## src/rtl/hilo_pkg.sv

```systemverilog
package hilo_pkg;

  typedef enum logic [1:0] {
    OP_MUL_S = 2'b00,
    OP_MUL_U = 2'b01,
    OP_DIV_S = 2'b10,
    OP_DIV_U = 2'b11
  } hilo_op_e;

  // Post-processing control captured at operation start
  typedef struct packed {
    logic is_div;
    logic sign_a;
    logic sign_b;
    logic div_zero;
  } fix_ctl_t;

endpackage

```

## src/rtl/hilo_operand_prep.sv

```systemverilog
module hilo_operand_prep
  import hilo_pkg::*;
#(
  parameter int W = 32
) (
  input  logic [1:0]   op_i,
  input  logic [W-1:0] opa_i,
  input  logic [W-1:0] opb_i,
  output logic [W-1:0] mag_a_o,
  output logic [W-1:0] mag_b_o,
  output fix_ctl_t     ctl_o
);

  logic is_signed;

  always_comb begin
    is_signed       = (op_i == OP_MUL_S) || (op_i == OP_DIV_S);
    ctl_o.is_div    = op_i[1];
    ctl_o.sign_a    = is_signed & opa_i[W-1];
    ctl_o.sign_b    = is_signed & opb_i[W-1];
    ctl_o.div_zero  = (opb_i == '0);
    mag_a_o         = ctl_o.sign_a ? (-opa_i) : opa_i;
    mag_b_o         = ctl_o.sign_b ? (-opb_i) : opb_i;
  end

endmodule

```

## src/rtl/hilo_iter_core.sv

```systemverilog
module hilo_iter_core #(
  parameter int W = 32
) (
  input  logic           clk,
  input  logic           rst_n,
  input  logic           load_i,
  input  logic           is_div_i,
  input  logic [W-1:0]   mag_a_i,
  input  logic [W-1:0]   mag_b_i,
  output logic           active_o,
  output logic           fin_o,
  output logic [2*W-1:0] work_o
);

  localparam int CNT_W = $clog2(W + 1);

  logic             active_q, active_d;
  logic [CNT_W-1:0] cnt_q, cnt_d;
  logic [2*W-1:0]   work_q, work_d;
  logic [W-1:0]     opb_q, opb_d;
  logic             div_q, div_d;
  logic             en;

  // Step datapaths
  logic [W:0]     mul_sum;
  logic [2*W-1:0] mul_next;
  logic [W:0]     div_shift;
  logic           div_ge;
  logic [W:0]     div_rem;
  logic [2*W-1:0] div_next;

  always_comb begin
    mul_sum  = {1'b0, work_q[2*W-1:W]} + (work_q[0] ? {1'b0, opb_q} : '0);
    mul_next = {mul_sum, work_q[W-1:1]};

    div_shift = {work_q[2*W-1:W], work_q[W-1]};
    div_ge    = (div_shift >= {1'b0, opb_q});
    div_rem   = div_ge ? (div_shift - {1'b0, opb_q}) : div_shift;
    div_next  = {div_rem[W-1:0], work_q[W-2:0], div_ge};
  end

  assign fin_o    = active_q && (cnt_q == '0);
  assign active_o = active_q;
  assign work_o   = work_q;
  assign en       = load_i | active_q;

  always_comb begin
    active_d = active_q;
    cnt_d    = cnt_q;
    work_d   = work_q;
    opb_d    = opb_q;
    div_d    = div_q;
    if (load_i) begin
      active_d = 1'b1;
      cnt_d    = CNT_W'(W);
      work_d   = {{W{1'b0}}, mag_a_i};
      opb_d    = mag_b_i;
      div_d    = is_div_i;
    end else if (fin_o) begin
      active_d = 1'b0;
    end else if (active_q) begin
      cnt_d  = cnt_q - CNT_W'(1);
      work_d = div_q ? div_next : mul_next;
    end
  end

  always_ff @(posedge clk or negedge rst_n) begin
    if (!rst_n) begin
      active_q <= 1'b0;
      cnt_q    <= '0;
      work_q   <= '0;
      opb_q    <= '0;
      div_q    <= 1'b0;
    end else if (en) begin
      active_q <= active_d;
      cnt_q    <= cnt_d;
      work_q   <= work_d;
      opb_q    <= opb_d;
      div_q    <= div_d;
    end
  end

  p_count_bound_r7: assert property (@(posedge clk) disable iff (!rst_n)
    active_q |-> (cnt_q <= CNT_W'(W)));

  p_no_reload_r8: assert property (@(posedge clk) disable iff (!rst_n)
    load_i |-> !active_q);

  p_count_down_r7: assert property (@(posedge clk) disable iff (!rst_n)
    (active_q && cnt_q != '0) |=> (active_q && cnt_q == $past(cnt_q) - CNT_W'(1)));

endmodule

```

## src/rtl/hilo_result_fix.sv

```systemverilog
module hilo_result_fix
  import hilo_pkg::*;
#(
  parameter int W = 32
) (
  input  logic [2*W-1:0] work_i,
  input  fix_ctl_t       ctl_i,
  output logic [W-1:0]   hi_o,
  output logic [W-1:0]   lo_o
);

  logic [2*W-1:0] prod;
  logic [W-1:0]   quo;
  logic [W-1:0]   rem;

  always_comb begin
    prod = (ctl_i.sign_a ^ ctl_i.sign_b) ? (-work_i) : work_i;
    quo  = (ctl_i.sign_a ^ ctl_i.sign_b) ? (-work_i[W-1:0]) : work_i[W-1:0];
    rem  = ctl_i.sign_a ? (-work_i[2*W-1:W]) : work_i[2*W-1:W];
    if (ctl_i.is_div) begin
      hi_o = rem;
      lo_o = ctl_i.div_zero ? '1 : quo;
    end else begin
      hi_o = prod[2*W-1:W];
      lo_o = prod[W-1:0];
    end
  end

endmodule

```

## src/rtl/hilo_muldiv.sv

```systemverilog
module hilo_muldiv
  import hilo_pkg::*;
#(
  parameter int W = 32
) (
  input  logic         clk,
  input  logic         rst_n,
  input  logic         start_i,
  input  logic [1:0]   op_i,
  input  logic [W-1:0] opa_i,
  input  logic [W-1:0] opb_i,
  input  logic         wr_hi_i,
  input  logic         wr_lo_i,
  input  logic [W-1:0] wr_data_i,
  output logic         busy_o,
  output logic         done_o,
  output logic [W-1:0] hi_o,
  output logic [W-1:0] lo_o
);

  logic [W-1:0]   mag_a, mag_b;
  fix_ctl_t       ctl_new, ctl_q, ctl_d;
  logic           core_active, core_fin;
  logic [2*W-1:0] work;
  logic [W-1:0]   fix_hi, fix_lo;
  logic           accept;
  logic [W-1:0]   hi_q, hi_d, lo_q, lo_d;
  logic           done_q, done_d;

  hilo_operand_prep #(.W(W)) u_prep (
    .op_i    (op_i),
    .opa_i   (opa_i),
    .opb_i   (opb_i),
    .mag_a_o (mag_a),
    .mag_b_o (mag_b),
    .ctl_o   (ctl_new)
  );

  hilo_iter_core #(.W(W)) u_core (
    .clk      (clk),
    .rst_n    (rst_n),
    .load_i   (accept),
    .is_div_i (ctl_new.is_div),
    .mag_a_i  (mag_a),
    .mag_b_i  (mag_b),
    .active_o (core_active),
    .fin_o    (core_fin),
    .work_o   (work)
  );

  hilo_result_fix #(.W(W)) u_fix (
    .work_i (work),
    .ctl_i  (ctl_q),
    .hi_o   (fix_hi),
    .lo_o   (fix_lo)
  );

  assign accept = start_i & ~core_active;

  always_comb begin
    ctl_d  = accept ? ctl_new : ctl_q;
    done_d = core_fin;
    hi_d   = hi_q;
    lo_d   = lo_q;
    if (core_fin) begin
      hi_d = fix_hi;
      lo_d = fix_lo;
    end else if (!core_active) begin
      if (wr_hi_i) hi_d = wr_data_i;
      if (wr_lo_i) lo_d = wr_data_i;
    end
  end

  always_ff @(posedge clk or negedge rst_n) begin
    if (!rst_n) begin
      ctl_q  <= '0;
      done_q <= 1'b0;
      hi_q   <= '0;
      lo_q   <= '0;
    end else begin
      if (accept) ctl_q <= ctl_d;
      done_q <= done_d;
      hi_q   <= hi_d;
      lo_q   <= lo_d;
    end
  end

  assign busy_o = core_active;
  assign done_o = done_q;
  assign hi_o   = hi_q;
  assign lo_o   = lo_q;

  p_hold_while_run_r9: assert property (@(posedge clk) disable iff (!rst_n)
    (core_active && !core_fin) |=> ($stable(hi_q) && $stable(lo_q)));

  p_done_single_r7: assert property (@(posedge clk) disable iff (!rst_n)
    done_q |=> !done_q);

  p_done_idle_r7: assert property (@(posedge clk) disable iff (!rst_n)
    done_q |-> !busy_o);

  p_start_takes_r7: assert property (@(posedge clk) disable iff (!rst_n)
    (start_i && !busy_o) |=> busy_o);

  p_ignore_start_r8: assert property (@(posedge clk) disable iff (!rst_n)
    (start_i && busy_o) |=> $stable(ctl_q));

  p_zero_div_r6: assert property (@(posedge clk) disable iff (!rst_n)
    (core_fin && ctl_q.is_div && ctl_q.div_zero) |=> (lo_q == '1));

endmodule

```

## config.mk

```make
export PLATFORM = sky130hd
export DESIGN_NAME = hilo_muldiv
export DESIGN_NICKNAME = d
export VERILOG_FILES = /design/src/rtl/hilo_pkg.sv /design/src/rtl/hilo_operand_prep.sv /design/src/rtl/hilo_iter_core.sv /design/src/rtl/hilo_result_fix.sv /design/src/rtl/hilo_muldiv.sv
export SDC_FILE = /design/constraint.sdc
export NUM_CORES = 1
export LEC_CHECK = 0
export BUFFER_PORTS_ARGS = -buffer_cell sky130_fd_sc_hd__clkbuf_2
export CELL_PAD_IN_SITES_DETAIL_PLACEMENT = 1
export CELL_PAD_IN_SITES_GLOBAL_PLACEMENT = 1
export CORE_ASPECT_RATIO = 1.25
export CORE_MARGIN = 4
export CORE_UTILIZATION = 45
export CTS_CLUSTER_DIAMETER = 100
export CTS_CLUSTER_SIZE = 25
export DETAILED_ROUTE_END_ITERATION = 10
export PLACE_DENSITY_LB_ADDON = 0.2
export SLEW_MARGIN = 20
export SYNTH_ARGS = -nofsm -noshare
export SYNTH_HDL_FRONTEND = slang
export SYNTH_SLANG_ARGS = --single-unit
export TNS_END_PERCENT = 1
```

## constraint.sdc

```tcl
create_clock -name clk -period 4.65 [get_ports clk]
set_input_delay 0.2325 -clock clk [delete_from_list [all_inputs] [get_ports clk]]
set_output_delay 0.2325 -clock clk [all_outputs]
set_load 0.01 [all_outputs]
```

; ---- Word-level counts from Yosys, hierarchy flattened
; Index checks and enable logic that the tools add are counted.
[word_totals]
reg_bits = 173
wordCells = 69
output_inout_bits = 66
input_bits = 103
[op_classes]
n_bitwise = 6
n_eq_ne = 3
n_mux = 25
n_addsub = 8
magnitude_cmp = 1
n_reduce_logical = 14
[op_table]
columns = op, count
row1 = 32-bit two-way mux, 15
row2 = 64-bit two-way mux, 5
row3 = 32-bit negator, 4
row4 = 64-bit negator, 1
row5 = 32-bit by 32-bit adder with 33-bit output, 1
row6 = 33-bit by 32-bit greater-or-equal comparator with 1-bit output, 1
row7 = 32-bit logical NOT, 1
row8 = 32-bit subtractor, 1
row9 = 6-bit two-way mux, 3
row10 = 2-bit AND reduction, 4
row11 = 2-bit nonzero test, 4
row12 = 6-bit logical NOT, 1
row13 = 6-bit by 1-bit subtractor with 6-bit output (second input constant), 1
row14 = 1-bit bitwise AND, 3
row15 = 3-bit AND reduction, 1
row16 = 2-bit equality test (second input constant), 1
row17 = 2-bit logical NOT, 1
row18 = 1-bit two-way mux, 2
row19 = 2-bit by 1-bit inequality test with 1-bit output (second input constant), 1
row20 = 2-bit inequality test (second input constant), 1
row21 = 1-bit logical AND, 1
row22 = 1-bit logical OR, 1
row23 = 1-bit inverter, 1
row24 = 1-bit bitwise OR, 1
row25 = 1-bit XOR, 1

; ---- Longest topological paths before layout
[depth]
word_depth = 6
mapped_depth = 14
depth_no_buf = 13

; ---- Modules after synthesis
; A second synthesis with hierarchy kept.
[unflattened]
cells_unflattened = 1933
hier_area_um2 = 16062.9
[modules_own_cells]
columns = mod, cells_per_inst, area_each_um2, n_inst, seq_area_each_um2
row1 = hilo_iter_core, 1084, 8639.5, 1, 2602.5
row2 = hilo_muldiv, 309, 3837.4, 1, 1726.7
row3 = hilo_result_fix, 337, 2159.6, 1, 0.0
row4 = hilo_operand_prep, 203, 1426.4, 1, 0.0

; ---- Worst setup path after synthesis
; Ideal clock, no wire load.
[synth_timing]
path_type = register to register
startpoint = register u_core.work_q[0] (netlist: u_core.work_o[0])
endpoint = register u_core.work_q[57] (netlist: u_core.work_o[57])
setup_time_ns = 0.122
synth_period_minus_slack_ns = 3.365
required_time_ns = 4.528
path_stages_with_launch = 14
arrival_ns = 3.243
path_buffers = 1
path_slack_ns = 1.285
cell_sequence = dfrtp_1 inv_1 buf_1 nor2_1 ha_1 nor2b_1 o31ai_1 a21o_1 o211ai_1 a2111oi_0 o41ai_1 xnor2_1 nand2_1 a32o_1
[synth_between]
elab_chain_len = 6
[synth_rtl]
columns = item, line_no
row1 = start: declaration, hilo_iter_core.sv:19  ; logic [2*W-1:0] work_q, work_d;
row2 = start signal: assignment, hilo_iter_core.sv:77  ; work_q <= work_d;
row3 = 32-bit two-way mux, hilo_iter_core.sv:33  ; mul_sum = {1'b0, work_q[2*W-1:W]} + (work_q[0] ? {1'b0, opb_q} : '0);
row4 = 32-bit by 32-bit adder with 33-bit output, hilo_iter_core.sv:33
row5 = 64-bit two-way mux, hilo_iter_core.sv:63  ; work_d = div_q ? div_next : mul_next;
row6 = 64-bit two-way mux, hilo_iter_core.sv:61  ; end else if (active_q) begin
row7 = 64-bit two-way mux, hilo_iter_core.sv:59  ; end else if (fin_o) begin
row8 = 64-bit two-way mux, hilo_iter_core.sv:53  ; if (load_i) begin
; Every way passes these cells. The select of a mux whose other input is x is not followed.
; A chain may end at the register's enable or synchronous reset.

; ---- Final worst setup path
[layout_timing]
startpoint = register u_core.work_q[0] (netlist: u_core.work_o[0])
endpoint = register u_core.work_q[60] (netlist: u_core.work_o[60])
; Same word-level chain as after synthesis.

==> impl_metrics.yaml <==
critical_path:
  start_kind: "flop"
  cell_by_cell_listing_of_the_critical_path: "inv_1 -> nor2_1 -> ha_1 -> or2_2 -> a21oi_1 -> o31ai_1 -> nor4_1 -> o31a_1 -> o21ai_0 -> a2111o_1 -> nand2_1 -> o211ai_1"
  timing.critical_path.fanout_max: 17
  cp.arrival_ps: 4510
  path_delay_family: "compound AO/OA/AOI/OAI gates"
  timing.critical_path.slowest_stage_cell: "sky130_fd_sc_hd__nor4_1"
  start_to_end_type_of_the_worst_setup_path: "flop to flop"
  worstPathBufferInverterCount: 1
  worst-endpoint-required_ps: 4980
  crit_path_max_incr_delay_ps: 650
  kind_of_end_point_of_the_critical_path: "flop"
floorplan:
  i_o_pin_count: 169
  die_height_um: 210
  initial_util_pct: 45.8
  die_x_um: 169
  fp.coreArea_mm2: 0.0320
  floorplan.rows: 73
  fp.dieArea_mm2: 0.0355
placement:
  place.detailed.instances: 2351
  dp_hpwl_um: 41700
  routability_congestion: 1.00
  buffers_added_on_ports: 168
routing:
  firstDrtPassIters: 5
  initialDrtViolationCount: 1007
  drcViolationCount: 0
  routed_wire_length_per_instance_um: 22.7
  detailroute.via_count: 14900
  vias_per_cell: 6.23
  postRouteWirelength_um: 54100
  antenna_left: 0
synthesis:
  syn-mean-instance-area_um2: 7.88
  post-synth-top-area-fraction_pct: 29.4
  ys_ff_latch: 172
  synthesized_net_count: 2032
  synth.yosys.seq_area_share_pct: 29.4
  yosys-top-cells-area: "sky130_fd_sc_hd__dfrtp_1 29%, sky130_fd_sc_hd__xnor2_1 6.9%, sky130_fd_sc_hd__ha_1 5.9%, sky130_fd_sc_hd__o21ai_0 5.9%, sky130_fd_sc_hd__nand2_1 5.1%"
  synthesis.instances: 1858
  number_of_warnings_reported_in_the_yosys_synthesis_log: 0
  yosys.cell_types.count: 76
  combined_area_of_all_synthesized_cells_mm2: 0.0146
  synth_enable_flop_cells: 0
  synthArstFlopShare_pct: 100
  yosys.area.top_type: "sky130_fd_sc_hd__dfrtp_1"
  synth_ff_type: "sky130_fd_sc_hd__dfrtp_1"
power_and_ir_drop:
  peakVddDrop_mv: 0.473
  total_switching_power_mw: 8.49
  power.share.combinational_pct: 68.5
  switching_share_pct: 54.0
  power_density_mw_per_mm2: 957
  power.share.clock_pct: 9.7
  leakage_nw: 7.33
  internal-power_mw: 7.25
  seqPwrFrac_pct: 21.8
global_route:
  grt.overflow.total: 0
  vias_in_the_first_global_route: 15300
  grt_start_max_net_pins: 100
  global_route_wire_length_before_repair_um: 84700
  number_of_antenna_violations_at_the_first_check_in_global_routing: 0
  grt_util_all_layers_pct: 29.7
clock_network:
  clkSlewWorstSetupHoldPaths_ps: 80
  clk_sinks: 172
  cts_buffer_depth: 2
  clock_tree_from_tritoncts: "yes"
  cts_setup_buffers: 0
  clock_h_tree_levels: 4
  clkLatencyLatePin_ps: 460
  cts_root_buf: "sky130_fd_sc_hd__clkbuf_16"
  tritoncts.num_buffers: 17
sta:
  grt_setup_unrepaired: "no"
  timing.max_slew.rel_slack_pct: 28.2
  fin_skew_ps: 15.5
  slew_viol_final: 0
  hold_viol: 0
  timing.fmax_ghz: 0.239
  finalSetupViolCount: 0
  finalCritPeriodShare_pct: 89.8
  fin_setup_tns_ps: 0
  period_minus_slack_ps: 4180
  worstMarginPinSlew_ps: 1070
finish:
  drive_above_1_share_pct: 14.0
  layout.cells.non_filler: 2384
  num-nets-final: 2133
  diodes: 0
  synth_to_layout_area_growth_pct: 12.4
min_path:
  hold_path.class: "input pin to flop"
flow_run:
  drv_cap: 0
run_status:
  outcome: "finished clean"
-- cells by family (layout without fill, tap and decap cells) --
group	after synthesis	count (layout)	synth area share (%)
and+or+nand+nor	587	587	18.7
adders and majority gates	71	71	6.17
xor gates and xnor gates	178	178	10.6
muxes	80	80	5.60
buffers and inverters	188	302	4.88
DFF	172	172	29.4
AOI/OAI and AO/OA	582	582	24.7
-- cell usage in the layout (no fill, tap or decap), types with 31 or more instances in the layout --
master	instances
sky130_fd_sc_hd__nand3_1	38
sky130_fd_sc_hd__inv_1	72
sky130_fd_sc_hd__ha_1	69
sky130_fd_sc_hd__xnor2_1	115
sky130_fd_sc_hd__a211oi_1	49
sky130_fd_sc_hd__xor2_1	61
sky130_fd_sc_hd__dfrtp_1	171
sky130_fd_sc_hd__mux2i_1	65
sky130_fd_sc_hd__nor3_1	42
sky130_fd_sc_hd__o21ai_0	172
sky130_fd_sc_hd__o22ai_1	31
sky130_fd_sc_hd__nor2_1	169
sky130_fd_sc_hd__a21oi_1	141
sky130_fd_sc_hd__clkbuf_2	167
sky130_fd_sc_hd__nand2_1	198
-- power by group through the flow --
stage	registers (mW)	logic, mW	clock network (mW)
final	3.44	10.8	1.52
after global routing	3.53	11.8	1.59
after CTS	3.40	10.7	1.54
after detailed placement	3.42	10.6	0
after global placement	3.38	10.3	0
after floorplan	2.98	7.57	0
-- cell usage after synthesis (7+ instances only) --
cell / number
sky130_fd_sc_hd__o21ai_0: 172
sky130_fd_sc_hd__a21oi_1: 142
sky130_fd_sc_hd__nand4_1: 17
sky130_fd_sc_hd__nand2b_1: 18
sky130_fd_sc_hd__nand3_1: 38
sky130_fd_sc_hd__mux2_2: 15
sky130_fd_sc_hd__o22ai_1: 31
sky130_fd_sc_hd__mux2i_1: 65
sky130_fd_sc_hd__nand2_1: 199
sky130_fd_sc_hd__or2_2: 7
sky130_fd_sc_hd__clkbuf_1: 94
sky130_fd_sc_hd__dfrtp_1: 172
sky130_fd_sc_hd__and3_1: 14
sky130_fd_sc_hd__or3_1: 20
sky130_fd_sc_hd__a31oi_1: 23
sky130_fd_sc_hd__a22oi_1: 8
sky130_fd_sc_hd__o21a_1: 8
sky130_fd_sc_hd__inv_1: 73
sky130_fd_sc_hd__xor2_1: 62
sky130_fd_sc_hd__o41ai_1: 14
sky130_fd_sc_hd__or4_1: 8
sky130_fd_sc_hd__buf_2: 7
sky130_fd_sc_hd__buf_1: 13
sky130_fd_sc_hd__nor2b_1: 8
sky130_fd_sc_hd__o31ai_1: 30
sky130_fd_sc_hd__nor4_1: 20
sky130_fd_sc_hd__o211ai_1: 16
sky130_fd_sc_hd__a211oi_1: 49
sky130_fd_sc_hd__ha_1: 69
sky130_fd_sc_hd__nor3_1: 42
sky130_fd_sc_hd__nor2_1: 170
sky130_fd_sc_hd__a21o_1: 25
sky130_fd_sc_hd__xnor2_1: 116
sky130_fd_sc_hd__o21bai_1: 9
-- tightest hold or removal path, stage by stage --
cell and delay, ps:
sky130_fd_sc_hd__clkbuf_2 80, sky130_fd_sc_hd__nand2_1 40, sky130_fd_sc_hd__o21ai_0 70
-- repair_timing --
item | CTS | global route
hold buffers | 1 | 0
endpoints found under the hold margin | 73 | 0
resized for setup | 0 | 0
-- path summary, 6_finish.rpt --
path	start	to	slack (ps)	cells past startpoint
hold reg to reg	u_core.opb_q[10]$_DFFE_PN0P_	u_core.opb_q[10]$_DFFE_PN0P_	480	2
hold / removal	op_i[1]	ctl_q[3]$_DFFE_PN0P_	1	3
setup / recovery	u_core.work_o[0]$_DFFE_PN0P_	u_core.work_o[60]$_DFFE_PN0P_	470	12
min in group asynchronous	rst_n	lo_o[18]$_DFFE_PN0P_	340	2
max in group asynchronous	rst_n	u_core.cnt_q[1]$_DFFE_PN0P_	3260	3
setup reg to reg	u_core.work_o[0]$_DFFE_PN0P_	u_core.work_o[60]$_DFFE_PN0P_	470	12
-- state kept, by name, indices dropped and copies added, names as in the netlist --
signal / flops
ctl_q: 4
done_o: 1
hi_o: 32
lo_o: 32
u_core.active_o: 1
u_core.cnt_q: 6
u_core.opb_q: 32
u_core.work_o: 64
-- metrics by stage --
stage / utilization [%] / cell area [um^2] / setup WS (ps) / hold WS (ps) / power (mW)
final: 51.5 / 16500 / 473 / 1.29 / 15.7
after CTS: 51.5 / 16500 / 532 / 0.378 / 15.7
after floorplan: - / 14600 / 1290 / -63.1 / 10.6
after global routing: 51.5 / 16500 / 287 / 39.8 / 16.9
after detailed placement: 49.6 / 15900 / 540 / 305 / 14.0
after global placement: 49.6 / 15800 / 684 / 299 / 13.7
-- metal layers --
metal  track usage [%]  vias up  wire [um]
met1              36.5     7337      22200
met4              11.4        0       2100
met5                 0        -          0
met3              3.07      114       2500
li1                  -     6929          -
met2              53.3      473      27300
-- area by class of cell --
type,count,area [um^2]
sequential,172,4310
multi-input combinational,1498,9680
fill,3962,15500
tap,412,515
timing repair buffer,196,1080
inverter,74,278
clock buffer,17,425
clock inverter,15,165
(Power assumes the default switching activity.)
